**config.mk**
```make
export PLATFORM = sky130hd
export DESIGN_NAME = sic_passthru_ctrl
export DESIGN_NICKNAME = d
export VERILOG_FILES = /design/src/rtl/sic_pkg.sv /design/src/rtl/sic_level_capture.sv /design/src/rtl/sic_setclr_reg.sv /design/src/rtl/sic_read_mux.sv /design/src/rtl/sic_out_stage.sv /design/src/rtl/sic_passthru_ctrl.sv
export SDC_FILE = /design/constraint.sdc
export NUM_CORES = 1
export LEC_CHECK = 0
export BUFFER_PORTS_ARGS = -buffer_cell sky130_fd_sc_hd__buf_4
export CORE_ASPECT_RATIO = 0.6
export CORE_MARGIN = 3
export CORE_UTILIZATION = 58
export CTS_CLUSTER_SIZE = 16
export DETAILED_ROUTE_END_ITERATION = 7
export PLACE_DENSITY = 0.91
export SYNTH_ARGS = -nofsm -noshare
export SYNTH_HDL_FRONTEND = slang
export SYNTH_SLANG_ARGS = --single-unit
export TNS_END_PERCENT = 100
```
**constraint.sdc**
```tcl
create_clock -name clk -period 3.4 [get_ports clk]
set_input_delay 0.68 -clock clk [delete_from_list [all_inputs] [get_ports clk]]
set_output_delay 0.68 -clock clk [all_outputs]
set_load 0.01 [all_outputs]
```
**src/rtl/sic_pkg.sv**
```systemverilog
package sic_pkg;
  localparam int OFS_W = 12;
  // read offsets
  localparam logic [OFS_W-1:0] RD_STATUS  = 12'h000;
  localparam logic [OFS_W-1:0] RD_RAW     = 12'h004;
  localparam logic [OFS_W-1:0] RD_PASS_EN = 12'h008;
  // write offsets
  localparam logic [OFS_W-1:0] WR_MASK_SET = 12'h008;
  localparam logic [OFS_W-1:0] WR_MASK_CLR = 12'h00C;
  localparam logic [OFS_W-1:0] WR_PASS_SET = 12'h020;
  localparam logic [OFS_W-1:0] WR_PASS_CLR = 12'h024;
endpackage

```
**src/rtl/sic_level_capture.sv**
```systemverilog
module sic_level_capture #(
  parameter int N_SRC = 32
) (
  input  logic             clk,
  input  logic             rst,
  input  logic [N_SRC-1:0] src_i,
  output logic [N_SRC-1:0] level_o
);
  always_ff @(posedge clk) begin
    if (rst) level_o <= '0;
    else     level_o <= src_i;
  end
endmodule

```
**src/rtl/sic_setclr_reg.sv**
```systemverilog
module sic_setclr_reg #(
  parameter int N_BITS = 32
) (
  input  logic              clk,
  input  logic              rst,
  input  logic              set_en,
  input  logic              clr_en,
  input  logic [N_BITS-1:0] bits_i,
  output logic [N_BITS-1:0] q_o
);
  logic [N_BITS-1:0] nxt;

  always_comb begin
    nxt = q_o;
    if (set_en) nxt = nxt | bits_i;
    if (clr_en) nxt = nxt & ~bits_i;
  end

  always_ff @(posedge clk) begin
    if (rst) q_o <= '0;
    else     q_o <= nxt;
  end
endmodule

```
**src/rtl/sic_read_mux.sv**
```systemverilog
module sic_read_mux
  import sic_pkg::*;
#(
  parameter int N_SRC  = 32,
  parameter int DATA_W = 32,
  parameter int ADDR_W = 12
) (
  input  logic              clk,
  input  logic              rst,
  input  logic              rd_en,
  input  logic [ADDR_W-1:0] addr,
  input  logic [N_SRC-1:0]  level_i,
  input  logic [N_SRC-1:0]  mask_i,
  input  logic [N_SRC-1:0]  pen_i,
  output logic [DATA_W-1:0] rdata
);
  logic [DATA_W-1:0] sel;

  always_comb begin
    sel = '0;
    if (addr == ADDR_W'(RD_STATUS))       sel = DATA_W'(level_i & mask_i);
    else if (addr == ADDR_W'(RD_RAW))     sel = DATA_W'(level_i);
    else if (addr == ADDR_W'(RD_PASS_EN)) sel = DATA_W'(pen_i);
  end

  always_ff @(posedge clk) begin
    if (rst)        rdata <= '0;
    else if (rd_en) rdata <= sel;
    else            rdata <= '0;
  end
endmodule

```
**src/rtl/sic_out_stage.sv**
```systemverilog
module sic_out_stage #(
  parameter int N_SRC = 32
) (
  input  logic             clk,
  input  logic             rst,
  input  logic [N_SRC-1:0] level_i,
  input  logic [N_SRC-1:0] mask_i,
  input  logic [N_SRC-1:0] pen_i,
  output logic             irq_o,
  output logic [N_SRC-1:0] pass_o
);
  always_ff @(posedge clk) begin
    if (rst) irq_o <= 1'b0;
    else     irq_o <= |(level_i & mask_i);
  end

  for (genvar i = 0; i < N_SRC; i++) begin : g_line
    always_ff @(posedge clk) begin
      if (rst) pass_o[i] <= 1'b0;
      else     pass_o[i] <= pen_i[i] & level_i[i];
    end
  end
endmodule

```
**src/rtl/sic_passthru_ctrl.sv**
```systemverilog
module sic_passthru_ctrl
  import sic_pkg::*;
#(
  parameter int N_SRC  = 32,
  parameter int DATA_W = 32,
  parameter int ADDR_W = 12
) (
  input  logic              clk,
  input  logic              rst,
  input  logic [N_SRC-1:0]  src_i,
  input  logic              wr_en,
  input  logic              rd_en,
  input  logic [ADDR_W-1:0] addr,
  input  logic [DATA_W-1:0] wdata,
  output logic [DATA_W-1:0] rdata,
  output logic              irq_o,
  output logic [N_SRC-1:0]  pass_o
);
  logic [N_SRC-1:0] level_q, mask_q, pen_q;
  logic [N_SRC-1:0] wbits;
  logic mask_set, mask_clr, pen_set, pen_clr;

  assign wbits    = wdata[N_SRC-1:0];
  assign mask_set = wr_en && (addr == ADDR_W'(WR_MASK_SET));
  assign mask_clr = wr_en && (addr == ADDR_W'(WR_MASK_CLR));
  assign pen_set  = wr_en && (addr == ADDR_W'(WR_PASS_SET));
  assign pen_clr  = wr_en && (addr == ADDR_W'(WR_PASS_CLR));

  sic_level_capture #(.N_SRC(N_SRC)) u_level (
    .clk(clk), .rst(rst), .src_i(src_i), .level_o(level_q)
  );

  sic_setclr_reg #(.N_BITS(N_SRC)) u_mask (
    .clk(clk), .rst(rst), .set_en(mask_set), .clr_en(mask_clr),
    .bits_i(wbits), .q_o(mask_q)
  );

  sic_setclr_reg #(.N_BITS(N_SRC)) u_pen (
    .clk(clk), .rst(rst), .set_en(pen_set), .clr_en(pen_clr),
    .bits_i(wbits), .q_o(pen_q)
  );

  sic_read_mux #(.N_SRC(N_SRC), .DATA_W(DATA_W), .ADDR_W(ADDR_W)) u_rd (
    .clk(clk), .rst(rst), .rd_en(rd_en), .addr(addr),
    .level_i(level_q), .mask_i(mask_q), .pen_i(pen_q), .rdata(rdata)
  );

  sic_out_stage #(.N_SRC(N_SRC)) u_out (
    .clk(clk), .rst(rst), .level_i(level_q), .mask_i(mask_q),
    .pen_i(pen_q), .irq_o(irq_o), .pass_o(pass_o)
  );
endmodule

```
Word level (Yosys, flattened, before mapping):

Index checks and enable logic that the tools add are counted.

* register bits: 161
* output and inout bits: 65
* input bits: 80

* bitwise operators: 39
* equal/unequal tests: 5
* muxes and demuxes: 7
* reduce and logical (&&, ||, !) cells: 7

Operator list (count)
* 2-to-1 mux 32 bit: 7
* bitwise AND 32 bit: 3
* OR 32 bit: 2
* bitwise AND 1 bit: 32
* inverter 32 bit: 1
* OR reduction 32 bit: 1
* equality test 12 x 4 -> 1 bit, second input constant: 2
* equality test 12 x 6 -> 1 bit, second input constant: 2
* equality test 12 x 3 -> 1 bit, second input constant: 1
* logical NOT 12 bit: 1
* logical AND 1 bit: 4
* OR reduction 2 bit: 1
* inverter 1 bit: 1

Longest topological paths before layout:

Gate-level depths: netlist of the first run.

* depth in word-level cells: 5
* depth in mapped cells: 7
* depth with buffers taken out: 4

Cells and area by module:

A second synthesis of the first run with hierarchy kept.

* cells, all modules: 524
* area total of the unflattened synthesis: 5803.1 sq um

By module, submodules not included
* sic_setclr_reg: times used 2, seq. area each 640.6 sq um, cells each 105, area an instance 1261.2 sq um
* sic_read_mux: times used 1, seq. area each 640.6 sq um, cells each 147, area an instance 1301.2 sq um
* sic_out_stage: times used 1, seq. area each 660.6 sq um, cells each 90, area an instance 1043.5 sq um
* sic_level_capture: times used 1, seq. area each 640.6 sq um, cells each 67, area an instance 863.3 sq um
* sic_passthru_ctrl: times used 1, seq. area each 0.0 sq um, cells each 10, area an instance 72.6 sq um

Worst setup path after synthesis of the first run:

Ideal clock, no wire load.

* path type: input to register
* start point: input port addr[11]
* end point: register with a tool-made name
* stages: 6
* arrival: 2.047 ns
* path buffers: 2
* path slack: 1.211 ns
* cells stage by stage: or4_4 > nor3b_4 > and2_1 > buf_2 > buf_4 > a311oi_1

RTL lines
* from (decl): RTL line sic_passthru_ctrl.sv:13 `input logic [ADDR_W-1:0] addr,`

==> impl_metrics.ini, run 1 <==
[run_status]
status = completed

[setup_path]
cp-end-kind = register
critPathLaunch = addr[11]
cp_max_fo = 11
reg2reg_to = u_out.irq_o
critPathArrivalTime_ns = 2.73
reg2reg_depth = 4
start_kind = input pin
r2r-start = u_level.level_o[10]
worst-setup-path-type = input pin to register
reg2reg_slack_ns = 2.09
required_ns = 3.72

[final_layout]
final_cell_count_no_fill = 932
fillers = 643
fin_area_um2 = 8030
areaGrowthSynthToFinish_pct = 26.1
nNetsFinal = 864
drive_gt1_frac = 0.247
layout_common_cells = dfxtp_1 (161), buf_4 (161), nand2_1 (65)
num_antenna_cells = 0
post-route-util = 0.783

[floorplan]
start_util = 0.621
dieHeight_um = 87.2
fp.dieArea_um2 = 12300
std_cell_rows = 28
die_width_um = 141
coreArea_um2 = 10300
pin_count = 145

[cts]
ctsRootBufferMaster = clkbuf_16
cts_max_path_buffers = 2
post_cts_buffers = 0
cts.repair.resized = 0
cts_tree = yes
clock_latency_ns = 0.42
path_clk_slew_ns = 0.06
cts_hold_buf = 0
numCtsBuffers = 17
clock-sinks = 161
htreeDepth = 4

[routing]
vias = 6258
top_layer = met4
route.met3.wl_um = 2530
drtAntennaViolNets = 0
dr.pass1.iters = 5
met1Wirelength_um = 7590
wl_met2_um = 8580
wl_per_cell_um = 20.4
vias_per_cell = 6.71
drt-total-wl_um = 19000
drtIter0Drc = 850
drc_errors = 0

[power_and_ir_drop]
p_int_mw = 3.26
switching_share = 0.216
power.share.clock = 0.484
comb_power_share = 0.053
power_density_nw_per_um2 = 518
ir_worst_vdd_uv = 470
fin_total_pwr_mw = 4.16
seqPwrFrac = 0.463
switchingPower_mw = 0.899
p_leak_nw = 3.07

[grt]
grt_pass1_wl_um = 30400
globalRouteOverflowTotal = 0
grt_util_all_layers = 0.310
grt_max_degree = 76
grt_pass1_vias = 6022
antenna_found_initial = 0

[timing]
finalSetupViolCount = 0
hold_ws_ns = 0.445
min_period_ns = 2.41
finalClockSkew_ns = 0.00855
hold_viol_final = 0
slew_headroom = 0.484
period_share = 0.709
worst_slack_ns = 0.988
tns_ns = 0
drv_slew = 0
rsz0062_at_grt = false
worst_slew_pin_slew_ns = 0.775
max_freq_ghz = 0.415

[yosys]
synth_top_area_share = 0.506
syn_area_per_cell_um2 = 9.36
synth_area_leader_cell = dfxtp_1
synthesis.area_um2 = 6370
syn-instance-count = 681
synthTopCellsByArea = dfxtp_1 (51%), a311oi_1 (8.8%), nand3_1 (4.9%), a41oi_1 (4.4%), a221oi_1 (4.3%)
synth_warnings = 0
ys_seq_elements = 161
syn_nets = 761
synth_cell_type_count = 27
seq_area_frac_synth = 0.506

[min_path]
min_path_type = register to register

[placement]
place_area_um2 = 7410
port_buffers = 144
place_ws_ns = 0.580
hpwl_um = 11500
gp_congestion = 0.827
dp_cells = 900

[job]
maxCapViolCount = 0
==> per-layer routing <==
metal	vias to the layer above	track usage
met5	-	0
met4	0	0.114
met3	46	0.100
met2	480	0.480
met1	2947	0.408
li1	2785	-
==> cell type report <==
cell class,count,area (um^2),share of cell area
flip-flops and latches,161,3220,0.401
multi-input cells,441,2790,0.347
inverters,1,3.75,0.000467
well taps,135,169,0.0210
clock inverters,11,160,0.0199
clock buffers,21,460,0.0573
repair buffers,162,1230,0.153
==> worst min-delay path by stage <==
stage	slack [ns]	end	cells past startpoint
2_1_floorplan	0.42	u_out.pass_o[0]	2
3_3_place_gp	0.43	u_out.pass_o[5]	2
3_5_place_dp	0.44	u_out.pass_o[15]	2
4_1_cts	0.44	u_out.pass_o[15]	2
5_1_grt	0.46	u_level.level_o[3]	2
6_report	0.45	u_out.pass_o[15]	2
==> Yosys cell counts <==
| cell type | number |
|---|---|
| nand2_1 | 65 |
| a311oi_1 | 64 |
| nor3b_4 | 1 |
| dfxtp_1 | 161 |
| nand3_1 | 63 |
| o22ai_1 | 1 |
| and2_1 | 1 |
| nand2b_1 | 32 |
| nor4_1 | 2 |
| and3_1 | 34 |
| and3b_1 | 2 |
| nand4_1 | 8 |
| clkbuf_1 | 42 |
| or4_4 | 1 |
| a21oi_1 | 1 |
| inv_1 | 1 |
| a31oi_1 | 32 |
| nor2b_1 | 33 |
| nor3_2 | 1 |
| buf_2 | 27 |
| buf_6 | 3 |
| nor3_1 | 3 |
| buf_4 | 6 |
| nor2_1 | 33 |
| a41oi_1 | 32 |
| and2_0 | 1 |
| a221oi_1 | 31 |
==> cell families (layout without fill, tap and decap cells) <==
kind of cell,after synthesis,after routing,share of synthesized area
AOI/OAI and AO/OA,161,161,0.208
buffers and inverters,79,195,0.0589
and+or+nand+nor,280,280,0.228
DFF,161,161,0.506
==> worst max-delay path, stage by stage <==
cell and delay (ns):
buf_4 0.12, or4_4 0.59, nor3b_4 0.56, buf_4 0.30
a41oi_1 0.15, a311oi_1 0.33
==> power groups by stage <==
stage	Combinational, mW	Clock [mW]	Sequential (mW)
2_1_floorplan	0.100	0	1.96
3_3_place_gp	0.201	0	1.97
3_5_place_dp	0.209	0	1.97
4_1_cts	0.212	2.02	1.93
5_1_grt	0.234	2.10	1.93
6_report	0.218	2.01	1.93
Note: power is estimated with default switching activity, not from simulation.
==> run 2, diff against run 1 <==
CORE_UTILIZATION = 54   (was 58)
PLACE_DENSITY = 0.86   (was 0.91)
clock period = 2.4 ns   (was 3.4 ns; I/O delays follow)
==> impl_metrics.ini, run 2 (synthesis results as in run 1) <==
[run_status]
status = completed

[setup_path]
reg2reg_to = u_out.irq_o
reg2reg_slack_ns = 1.14
crit_path_max_incr_delay_ns = 0.57
crit_chain = buf_4, nor3_1, and3b_2, buf_12, nand3_1, a221oi_1
path_buf_inv = 2
critPathArrivalTime_ns = 2.24
start_kind = input pin
cp_slowest_cell = and3b_2
r2r-start = u_level.level_o[10]
cp_max_fo = 34
worst-setup-path-type = input pin to register
reg2reg_depth = 4
crit_family = simple AND/OR/NAND/NOR gates
cp-end-kind = register
required_ns = 2.69

[floorplan]
coreArea_um2 = 11400
pin_count = 145
dieHeight_um = 90.1
fp.dieArea_um2 = 13200
die_width_um = 146
std_cell_rows = 30
start_util = 0.558

[cts]
cts_max_path_buffers = 2
post_cts_buffers = 0
numCtsBuffers = 17
cts_tree = yes
htreeDepth = 4
cts.repair.resized = 0
ctsRootBufferMaster = clkbuf_16
clock_latency_ns = 0.42
clock-sinks = 161
path_clk_slew_ns = 0.07
cts_hold_buf = 0

[power_and_ir_drop]
power.share.clock = 0.483
comb_power_share = 0.054
power_density_nw_per_um2 = 717
ir_worst_vdd_uv = 507
p_int_mw = 4.59
p_leak_nw = 3.13
switching_share = 0.219
seqPwrFrac = 0.464
switchingPower_mw = 1.29

[job]
maxCapViolCount = 0

[final_layout]
layout_commonest_cell = buf_4
layout_common_cells = buf_4 (164), dfxtp_1 (161), nand2_1 (65)
num_antenna_cells = 0
multiInputGateArea_um2 = 2790
final-seq-area_um2 = 3220
drive_gt1_frac = 0.257
final_cell_count_no_fill = 965
post-route-util = 0.719
nNetsFinal = 872
fillers = 836
areaGrowthSynthToFinish_pct = 28.7

[timing]
worst_slew_pin_slew_ns = 0.698
tns_ns = 0
finalClockSkew_ns = 0.00794
finalSetupViolCount = 0
worst_slack_ns = 0.452
period_share = 0.812
hold_viol_final = 0
drv_slew = 0
slew_headroom = 0.535
rsz0062_at_grt = false
max_freq_ghz = 0.513
min_period_ns = 1.95
hold_ws_ns = 0.270

[routing]
vias_per_cell = 6.50
drtAntennaViolNets = 0
drt-total-wl_um = 19000
dr.pass1.iters = 5
vias = 6276
wl_per_cell_um = 19.7
drc_errors = 0
drtIter0Drc = 966

[placement]
gp_congestion = 0.902
place_ws_ns = 0.112
port_buffers = 144
dp_cells = 933
hpwl_um = 12200

[grt]
grt_pass1_wl_um = 30600
grt_pass1_vias = 6142
grt_max_degree = 129
globalRouteOverflowTotal = 0
antenna_found_initial = 0
grt_util_all_layers = 0.283

[min_path]
min_from = src_i[22]
worstHoldEndpoint = u_level.level_o[22]
hold_depth = 2
min_path_type = input pin to register
==> run 2: cell types whose count changed in the layout (fill, tap and decap cells not counted) <==
cell,before,now
buf_12,1,6
buf_4,161,164
bufinv_16,4,3
clkbuf_1,2,0
clkbuf_8,2,4
clkinv_2,5,1
clkinv_4,0,5
==> run 2: area by class of cell <==
type | instances | share of cell area
clock inverters | 11 | 0.0188
multi-input cells | 441 | 0.340
well taps | 160 | 0.0244
repair buffers | 170 | 0.165
flip-flops and latches | 161 | 0.393
inverters | 1 | 0.000458
clock buffers | 21 | 0.0586
==> run 2: worst max-delay path by stage <==
stage,depth (start not counted),slack (ns),to,from
2_1_floorplan,6,0.41,register,addr[11]
3_3_place_gp,6,0.23,register,addr[4]
3_5_place_dp,6,0.11,register,addr[4]
4_1_cts,6,0.54,u_rd.rdata[18],addr[4]
5_1_grt,6,0.35,u_rd.rdata[18],addr[4]
6_report,6,0.45,u_rd.rdata[18],addr[4]
==> run 2: layer usage <==
| metal | vias up | wire [um] | global-route usage |
|---|---|---|---|
| li1 | 2796 | - | - |
| met1 | 2944 | 7630 | 0.379 |
| met2 | 472 | 8660 | 0.442 |
| met3 | 64 | 2290 | 0.0741 |
| met4 | 0 | 428 | 0.106 |
| met5 | - | 0 | 0 |
==> run 2: power by group through the flow <==
stage,combinational [mW],clock (mW),sequential (mW)
after floorplan,0.142,0,2.78
after global placement,0.294,0,2.78
after detailed placement,0.306,0,2.78
after CTS,0.308,2.86,2.73
after global routing,0.338,2.97,2.73
final,0.315,2.84,2.73
==> run 2: metrics by stage <==
step / total power, mW / area [um^2]
CTS: 5.89 / 8200
floorplan: 2.92 / 6370
finish: 5.88 / 8200
detailed placement: 3.09 / 7570
global placement: 3.08 / 7570
global route: 6.04 / 8200
